===== src/rtl/oib_pkg.sv =====
package oib_pkg;

  typedef enum logic [1:0] {
    ST_FREE   = 2'd0,
    ST_WAIT   = 2'd1,
    ST_READY  = 2'd2,
    ST_ISSUED = 2'd3
  } slot_state_e;

endpackage


===== src/rtl/oib_slot.sv =====
module oib_slot
  import oib_pkg::*;
#(
  parameter int N_SRC = 2,
  parameter int TAG_W = 6,
  parameter int ID_W  = 8,
  parameter int GRP_W = 1
) (
  input  logic                   clk,
  input  logic                   rst,
  input  logic                   alloc,
  input  logic [ID_W-1:0]        a_id,
  input  logic [GRP_W-1:0]       a_grp,
  input  logic [N_SRC*TAG_W-1:0] a_tags,
  input  logic [N_SRC-1:0]       a_rdy,
  input  logic                   wb_valid,
  input  logic [TAG_W-1:0]       wb_tag,
  input  logic                   issue,
  input  logic                   retire_hit,
  output slot_state_e            state,
  output logic [ID_W-1:0]        id,
  output logic [GRP_W-1:0]       grp
);

  slot_state_e            state_q;
  logic [N_SRC-1:0]       rdy_q, rdy_n;
  logic [N_SRC*TAG_W-1:0] tags_q;
  logic [ID_W-1:0]        id_q;
  logic [GRP_W-1:0]       grp_q;

  // operand availability after this cycle's broadcast, for a new or a held entry
  always_comb begin
    for (int s = 0; s < N_SRC; s++) begin
      if (alloc)
        rdy_n[s] = a_rdy[s] | (wb_valid && (a_tags[s*TAG_W +: TAG_W] == wb_tag));
      else
        rdy_n[s] = rdy_q[s] | (wb_valid && (tags_q[s*TAG_W +: TAG_W] == wb_tag));
    end
  end

  always_ff @(posedge clk) begin
    if (rst) begin
      state_q <= ST_FREE;
      rdy_q   <= '0;
    end else if (alloc) begin
      state_q <= (&rdy_n) ? ST_READY : ST_WAIT;
      rdy_q   <= rdy_n;
    end else begin
      case (state_q)
        ST_WAIT: begin
          rdy_q <= rdy_n;
          if (&rdy_n) state_q <= ST_READY;
        end
        ST_READY:  if (issue)      state_q <= ST_ISSUED;
        ST_ISSUED: if (retire_hit) state_q <= ST_FREE;
        default: ;
      endcase
    end
  end

  // payload without reset
  always_ff @(posedge clk) begin
    if (alloc) begin
      tags_q <= a_tags;
      id_q   <= a_id;
      grp_q  <= a_grp;
    end
  end

  assign state = state_q;
  assign id    = id_q;
  assign grp   = grp_q;

endmodule


===== src/rtl/oib_age_matrix.sv =====
module oib_age_matrix #(
  parameter int DEPTH    = 8,
  parameter int N_GROUPS = 2,
  localparam int SLOT_W  = (DEPTH > 1) ? $clog2(DEPTH) : 1
) (
  input  logic                      clk,
  input  logic                      rst,
  input  logic                      alloc_en,
  input  logic [SLOT_W-1:0]         alloc_slot,
  input  logic [DEPTH-1:0]          occupied,
  input  logic [N_GROUPS*DEPTH-1:0] req,
  output logic [N_GROUPS*DEPTH-1:0] gnt
);

  // older_q[j][i] set: entry j was dispatched before entry i
  logic [DEPTH-1:0] older_q [DEPTH];
  logic [DEPTH-1:0] col     [DEPTH];

  always_ff @(posedge clk) begin
    if (rst) begin
      for (int j = 0; j < DEPTH; j++) older_q[j] <= '0;
    end else if (alloc_en) begin
      for (int j = 0; j < DEPTH; j++) begin
        if (j == int'(alloc_slot)) older_q[j] <= '0;
        else                       older_q[j][alloc_slot] <= occupied[j];
      end
    end
  end

  always_comb begin
    for (int i = 0; i < DEPTH; i++)
      for (int j = 0; j < DEPTH; j++)
        col[i][j] = older_q[j][i];
  end

  for (genvar g = 0; g < N_GROUPS; g++) begin : g_grp
    for (genvar i = 0; i < DEPTH; i++) begin : g_ent
      assign gnt[g*DEPTH+i] = req[g*DEPTH+i] & ~(|(req[g*DEPTH +: DEPTH] & col[i]));
    end
  end

endmodule


===== src/rtl/oib_rr_pick.sv =====
module oib_rr_pick #(
  parameter int N_UNITS = 2,
  localparam int UW     = (N_UNITS > 1) ? $clog2(N_UNITS) : 1
) (
  input  logic               clk,
  input  logic               rst,
  input  logic [N_UNITS-1:0] busy,
  input  logic               take,
  output logic               any_free,
  output logic [UW-1:0]      pick
);

  logic [UW-1:0] ptr_q;

  always_comb begin
    any_free = 1'b0;
    pick     = '0;
    for (int k = N_UNITS - 1; k >= 0; k--) begin
      if (!busy[(int'(ptr_q) + k) % N_UNITS]) begin
        any_free = 1'b1;
        pick     = UW'((int'(ptr_q) + k) % N_UNITS);
      end
    end
  end

  always_ff @(posedge clk) begin
    if (rst)
      ptr_q <= '0;
    else if (take)
      ptr_q <= (int'(pick) == N_UNITS - 1) ? '0 : pick + UW'(1);
  end

endmodule


===== src/rtl/oo_issue_buffer.sv =====
module oo_issue_buffer
  import oib_pkg::*;
#(
  parameter int DEPTH         = 8,
  parameter int N_SRC         = 2,
  parameter int TAG_W         = 6,
  parameter int ID_W          = 8,
  parameter int N_GROUPS      = 2,
  parameter int UNITS_PER_GRP = 2,
  localparam int SLOT_W = (DEPTH > 1) ? $clog2(DEPTH) : 1,
  localparam int GRP_W  = (N_GROUPS > 1) ? $clog2(N_GROUPS) : 1,
  localparam int UNIT_W = (UNITS_PER_GRP > 1) ? $clog2(UNITS_PER_GRP) : 1
) (
  input  logic                              clk,
  input  logic                              rst,
  input  logic                              disp_valid,
  input  logic [ID_W-1:0]                   disp_id,
  input  logic [GRP_W-1:0]                  disp_grp,
  input  logic [N_SRC*TAG_W-1:0]            disp_tags,
  input  logic [N_SRC-1:0]                  disp_rdy,
  output logic                              full,
  input  logic                              wb_valid,
  input  logic [TAG_W-1:0]                  wb_tag,
  input  logic [N_GROUPS*UNITS_PER_GRP-1:0] unit_busy,
  output logic [N_GROUPS-1:0]               iss_valid,
  output logic [N_GROUPS*ID_W-1:0]          iss_id,
  output logic [N_GROUPS*SLOT_W-1:0]        iss_slot,
  output logic [N_GROUPS*UNIT_W-1:0]        iss_unit,
  input  logic                              cmpl_valid,
  input  logic [SLOT_W-1:0]                 cmpl_slot,
  output logic                              ret_valid,
  output logic [ID_W-1:0]                   ret_id
);

  slot_state_e       st   [DEPTH];
  logic [ID_W-1:0]   sid  [DEPTH];
  logic [GRP_W-1:0]  sgrp [DEPTH];

  logic [DEPTH-1:0]  occ, alloc_vec, issue_vec, ret_vec;
  logic [SLOT_W-1:0] alloc_slot;
  logic              free_found, alloc_en, ret_ok;

  logic [N_GROUPS*DEPTH-1:0] req, gnt;
  logic [N_GROUPS-1:0]       unit_ok, fire;
  logic [UNIT_W-1:0]         unit_pick [N_GROUPS];
  logic [SLOT_W-1:0]         gslot     [N_GROUPS];

  logic [N_GROUPS-1:0]        iss_valid_q;
  logic [N_GROUPS*ID_W-1:0]   iss_id_q;
  logic [N_GROUPS*SLOT_W-1:0] iss_slot_q;
  logic [N_GROUPS*UNIT_W-1:0] iss_unit_q;
  logic                       ret_valid_q;
  logic [ID_W-1:0]            ret_id_q;

  // lowest free slot takes the next dispatch
  always_comb begin
    free_found = 1'b0;
    alloc_slot = '0;
    for (int i = DEPTH - 1; i >= 0; i--) begin
      if (!occ[i]) begin
        free_found = 1'b1;
        alloc_slot = SLOT_W'(i);
      end
    end
  end

  assign full     = ~free_found;
  assign alloc_en = disp_valid & free_found;
  assign ret_ok   = cmpl_valid && (int'(cmpl_slot) < DEPTH) && (st[cmpl_slot] == ST_ISSUED);

  for (genvar i = 0; i < DEPTH; i++) begin : g_slot
    assign alloc_vec[i] = alloc_en && (alloc_slot == SLOT_W'(i));
    assign ret_vec[i]   = ret_ok && (cmpl_slot == SLOT_W'(i));
    assign occ[i]       = (st[i] != ST_FREE);

    oib_slot #(
      .N_SRC (N_SRC),
      .TAG_W (TAG_W),
      .ID_W  (ID_W),
      .GRP_W (GRP_W)
    ) u_slot (
      .clk        (clk),
      .rst        (rst),
      .alloc      (alloc_vec[i]),
      .a_id       (disp_id),
      .a_grp      (disp_grp),
      .a_tags     (disp_tags),
      .a_rdy      (disp_rdy),
      .wb_valid   (wb_valid),
      .wb_tag     (wb_tag),
      .issue      (issue_vec[i]),
      .retire_hit (ret_vec[i]),
      .state      (st[i]),
      .id         (sid[i]),
      .grp        (sgrp[i])
    );
  end

  for (genvar g = 0; g < N_GROUPS; g++) begin : g_group
    for (genvar i = 0; i < DEPTH; i++) begin : g_req
      assign req[g*DEPTH+i] = (st[i] == ST_READY) && (sgrp[i] == GRP_W'(g)) && unit_ok[g];
    end

    assign fire[g] = |gnt[g*DEPTH +: DEPTH];

    oib_rr_pick #(
      .N_UNITS (UNITS_PER_GRP)
    ) u_rr (
      .clk      (clk),
      .rst      (rst),
      .busy     (unit_busy[g*UNITS_PER_GRP +: UNITS_PER_GRP]),
      .take     (fire[g]),
      .any_free (unit_ok[g]),
      .pick     (unit_pick[g])
    );
  end

  oib_age_matrix #(
    .DEPTH    (DEPTH),
    .N_GROUPS (N_GROUPS)
  ) u_age (
    .clk        (clk),
    .rst        (rst),
    .alloc_en   (alloc_en),
    .alloc_slot (alloc_slot),
    .occupied   (occ),
    .req        (req),
    .gnt        (gnt)
  );

  always_comb begin
    issue_vec = '0;
    for (int g = 0; g < N_GROUPS; g++) begin
      gslot[g] = '0;
      for (int i = 0; i < DEPTH; i++) begin
        if (gnt[g*DEPTH+i]) begin
          issue_vec[i] = 1'b1;
          gslot[g]     = SLOT_W'(i);
        end
      end
    end
  end

  always_ff @(posedge clk) begin
    if (rst) begin
      iss_valid_q <= '0;
      ret_valid_q <= 1'b0;
    end else begin
      iss_valid_q <= fire;
      ret_valid_q <= ret_ok;
    end
  end

  always_ff @(posedge clk) begin
    for (int g = 0; g < N_GROUPS; g++) begin
      iss_slot_q[g*SLOT_W +: SLOT_W] <= gslot[g];
      iss_id_q[g*ID_W +: ID_W]       <= sid[gslot[g]];
      iss_unit_q[g*UNIT_W +: UNIT_W] <= unit_pick[g];
    end
    ret_id_q <= sid[cmpl_slot];
  end

  assign iss_valid = iss_valid_q;
  assign iss_id    = iss_id_q;
  assign iss_slot  = iss_slot_q;
  assign iss_unit  = iss_unit_q;
  assign ret_valid = ret_valid_q;
  assign ret_id    = ret_id_q;

endmodule


===== config.mk =====
export PLATFORM = sky130hd
export DESIGN_NAME = oo_issue_buffer
export DESIGN_NICKNAME = d
export VERILOG_FILES = /design/src/rtl/oib_pkg.sv /design/src/rtl/oib_slot.sv /design/src/rtl/oib_age_matrix.sv /design/src/rtl/oib_rr_pick.sv /design/src/rtl/oo_issue_buffer.sv
export SDC_FILE = /design/constraint.sdc
export NUM_CORES = 1
export LEC_CHECK = 0
export ABC_AREA = 0
export BUFFER_PORTS_ARGS = -buffer_cell sky130_fd_sc_hd__buf_2
export CORE_MARGIN = 2
export CORE_UTILIZATION = 56
export DETAILED_ROUTE_END_ITERATION = 10
export PLACE_DENSITY = 0.77
export SLEW_MARGIN = 10
export SYNTH_ARGS = -nofsm -noshare
export SYNTH_HDL_FRONTEND = slang
export SYNTH_HIERARCHICAL = 1
export SYNTH_SLANG_ARGS = --single-unit

===== constraint.sdc =====
create_clock -name clk -period 3 [get_ports clk]
set_input_delay 0 -clock clk [delete_from_list [all_inputs] [get_ports clk]]
set_output_delay 0 -clock clk [all_outputs]
set_load 0.05 [all_outputs]

==> summary.md <==
| Metric | Value |
|---|---|
| Worst-Margin Slew | 0.859 ns |
| Fill count | 2048 |
| Die span in y | 173 um |
| Htree depth | 2 |
| Clock transition at the registers of the reported paths | about 0.060 ns |
| First-pass GRT wire length | about 68000 um |
| Synth unique cells | 67 |
| Final Cycle Share | 0.949 |
| Layout cells sized above 1 | 0.198 |
| Drt initial violations | approximately 1500 |
| Class of the worst hold path | primary input to flop |
| # diodes | 0 |
| PwrDens | around 560 mW/mm2 |
| Area of the core | approximately 0.028 mm2 |
| Syn. warnings | 6 |
| FF+latch area | roughly 0.0083 mm2 |
| Antenna viol nets, final | 0 |
| Status | finished clean |
| Initial Utilization | 0.572 |
| PortBufs | 76 |
| DRT Wirelength | ~45000 um |
| Nets | between 1500 and 2000 |
| Ys flop type | edfxtp_1 |
| Gp weighted congestion | about 0.96 |
| Drt wl/cell | between 20 and 25 um |
| Initial DRT Pass Iterations | 5 |
| Die Footprint | about 0.03 mm2 |
| TritonCTS clock tree | built |
| Final hold viol count | 0 |
| All-layer global routing usage | 0.291 |
| Setup TNS | 0 ns |
| Fmax | 0.351 GHz |
| Area occupied by multi-input gates | just over 0.007 mm2 |
| Min cycle time layout | roughly 2.8 ns |
| Postcts setup bufs | 0 |
| Vias in the first global route | 11655 |
| Post-layout util | 0.664 |
| Max Root-Sink Buffers | 3 |
| Crit-path max FO | 13 |
| Setup violators final | 0 |
| Leakage | 6.93 nW |
| Worst setup SP type | flop |
| Die X | 173 um |
| Worst skew pair latency | ~0.52 ns |
| Worst slew margin | 0.427 |
| Num ports | 77 |
| EDFF count, synth | ~230 |
| Skew final | 0.0182 ns |
| Max-Cap Viols | 0 |
| Num CTS Buffers | 34 |
| CTS Root Cell | clkbuf_16 |
| Unrepaired setup endpoints after global routing | no |
| Final Max Tran Viols | 0 |
| Crit path DAT | between 3 and 4 ns |
| Via count | 12056 |
| Data required, critical path | between 3 and 4 ns |
| Synth-to-Final Area Change | 16.3% |
| Post-synthesis cell count | 1331 |
| Critical path class | flop to flop |
| Post-synthesis register bit count | around 300 |
| Residual DRC | 0 |
| Congestion Overflow GR | 0 |
| Row cnt | 61 |
| Mean Syn Cell Area | roughly 12 um2 |
| Hpwl dp | a little over 30000 um |
| Drt via density | between 6 and 7 |
| Pin count of the biggest net entering global routing | ~60 |
| Asr flop ratio synth | 0 |
| Clk sink count | around 300 |
| IR drop worst, VDD | between 0.4 and 0.5 mV |
| Sequential area share after synthesis | 0.523 |
| Synthesized area | approximately 0.016 mm2 |
| Endpoint class of the critical path | flop |
| Initial antenna violation count | 0 |
[cell usage in the layout, fill, tap and decap left out, drive strengths merged, types with 32 or more instances in the layout]
cell / synthesis / layout
a22oi: 48 / 48
and2: 59 / 59
buf: 23 / 147
clkbuf: 38 / 48
dfxtp: 69 / 69
edfxtp: 232 / 232
mux2i: 40 / 40
nand2: 105 / 105
nand4: 40 / 40
nor2: 72 / 72
nor2b: 45 / 45
o41ai: 32 / 32
xnor2: 114 / 114
xor2: 81 / 81
[synth_stat cells (10+ instances only)]
library cell | number | area share
edfxtp_1 | 232 | 0.44
xnor2_1 | 106 | 0.058
nand2_1 | 103 | 0.024
xor2_1 | 81 | 0.044
dfxtp_1 | 69 | 0.087
nor2_1 | 69 | 0.016
and2_1 | 58 | 0.023
a22oi_1 | 48 | 0.023
nor2b_1 | 45 | 0.018
mux2i_1 | 40 | 0.025
nand4_1 | 40 | 0.016
clkbuf_1 | 37 | 0.0087
a21oi_1 | 29 | 0.0091
a21o_1 | 28 | 0.013
o41ai_2 | 24 | 0.024
inv_1 | 19 | 0.0045
o31ai_1 | 18 | 0.0085
nand2b_1 | 17 | 0.0067
mux4_2 | 16 | 0.023
nand3b_1 | 16 | 0.0075
nand4b_1 | 16 | 0.0088
a221oi_1 | 15 | 0.0082
o221ai_1 | 15 | 0.0082
or2_2 | 15 | 0.0059
buf_6 | 14 | 0.0099
nand3_1 | 13 | 0.0041
nor3_1 | 13 | 0.0041
and3b_1 | 12 | 0.0066
o21ai_0 | 10 | 0.0031
[power breakdown]
group          internal, mW  switching (mW)
sequential             4.69           0.111
clock                  2.65            1.68
combinational         0.452           0.804
[critical path, stage by stage, from the launching register on]
cell and delay (ns):
dfxtp_1 0.38, or2_2 0.43, o21ai_0 0.20, a21oi_1 0.08, or2_2 0.35, a21oi_1 0.26
buf_12 0.18, nor2b_1 0.08, a21oi_1 0.36, o21ai_0 0.24
[worst paths after layout]
kind	cells past startpoint	end	slack [ns]	from
max	9	u_age/older_q[0][2]	0.15	g_slot[7].u_slot/state[0]
min	1	g_slot[6].u_slot/tags_q[3]	0.01	disp_tags[3]
max reg2reg	9	u_age/older_q[0][2]	0.15	g_slot[7].u_slot/state[0]
min reg2reg	2	g_slot[4].u_slot/rdy_q[0]	0.45	g_slot[4].u_slot/rdy_q[0]
[state kept, by name, summed over array words and instances (netlist names)]
name / count
iss_unit: 2
g_slot.u_slot/id: 64
g_group.u_rr/ptr_q: 2
g_slot.u_slot/tags_q: 96
iss_valid: 2
g_slot.u_slot/grp: 8
ret_valid: 1
iss_slot: 6
u_age/older_q: 64
g_slot.u_slot/state: 16
ret_id: 8
iss_id: 16
g_slot.u_slot/rdy_q: 16
[kinds of logic after synthesis]
logic type,count (synthesis),synth area share
AO/OA/AOI/OAI,239,0.127
XOR/XNOR,195,0.111
buffers and inverters,82,0.0278
flip-flops,301,0.523
multiplexers,56,0.0476
other,1,0.000235
AND/OR/NAND/NOR,457,0.164
[cell type report]
cell class / count / area share
Multi-Input combinational cell: 955 / 0.391
Tap cell: 378 / 0.0255
Clock buffer: 48 / 0.0509
Sequential cell: 301 / 0.450
Clock inverter: 14 / 0.0121
Timing Repair Buffer: 175 / 0.0671
Inverter: 20 / 0.00404
[stage by stage]
| stage | worst slack [ns] | cell area, um2 | power, mW | hold slack, ns | cells |
|---|---|---|---|---|---|
| detailed placement | 0.0468 | 17100 | 6.09 | 0.274 | 1801 |
| finish | 0.154 | 18600 | 10.4 | 0.0133 | 1891 |
| CTS | 0.0262 | 18600 | 10.4 | 0.00195 | 1891 |
| global placement | 0.178 | 17100 | 6.06 | 0.261 | 1801 |
| global route | 0.00159 | 18600 | 10.7 | 0.0324 | 1891 |
| floorplan | 0.0221 | 16000 | 5.61 | 0.0646 | 1338 |
[routing by layer]
metal  GRT usage  wire length, um
met1       0.396            18000
met2       0.469            20900
met3      0.0519             3950
met4       0.110             1630
met5           0                0
[what timing repair did]
action | CTS | global route
hold buffers | 28 | 0
endpoints found under the setup margin | 0 | 12
resized for setup | 0 | 5
hold endpoints to repair | 176 | 0
Note: power is estimated with default switching activity, not from simulation.
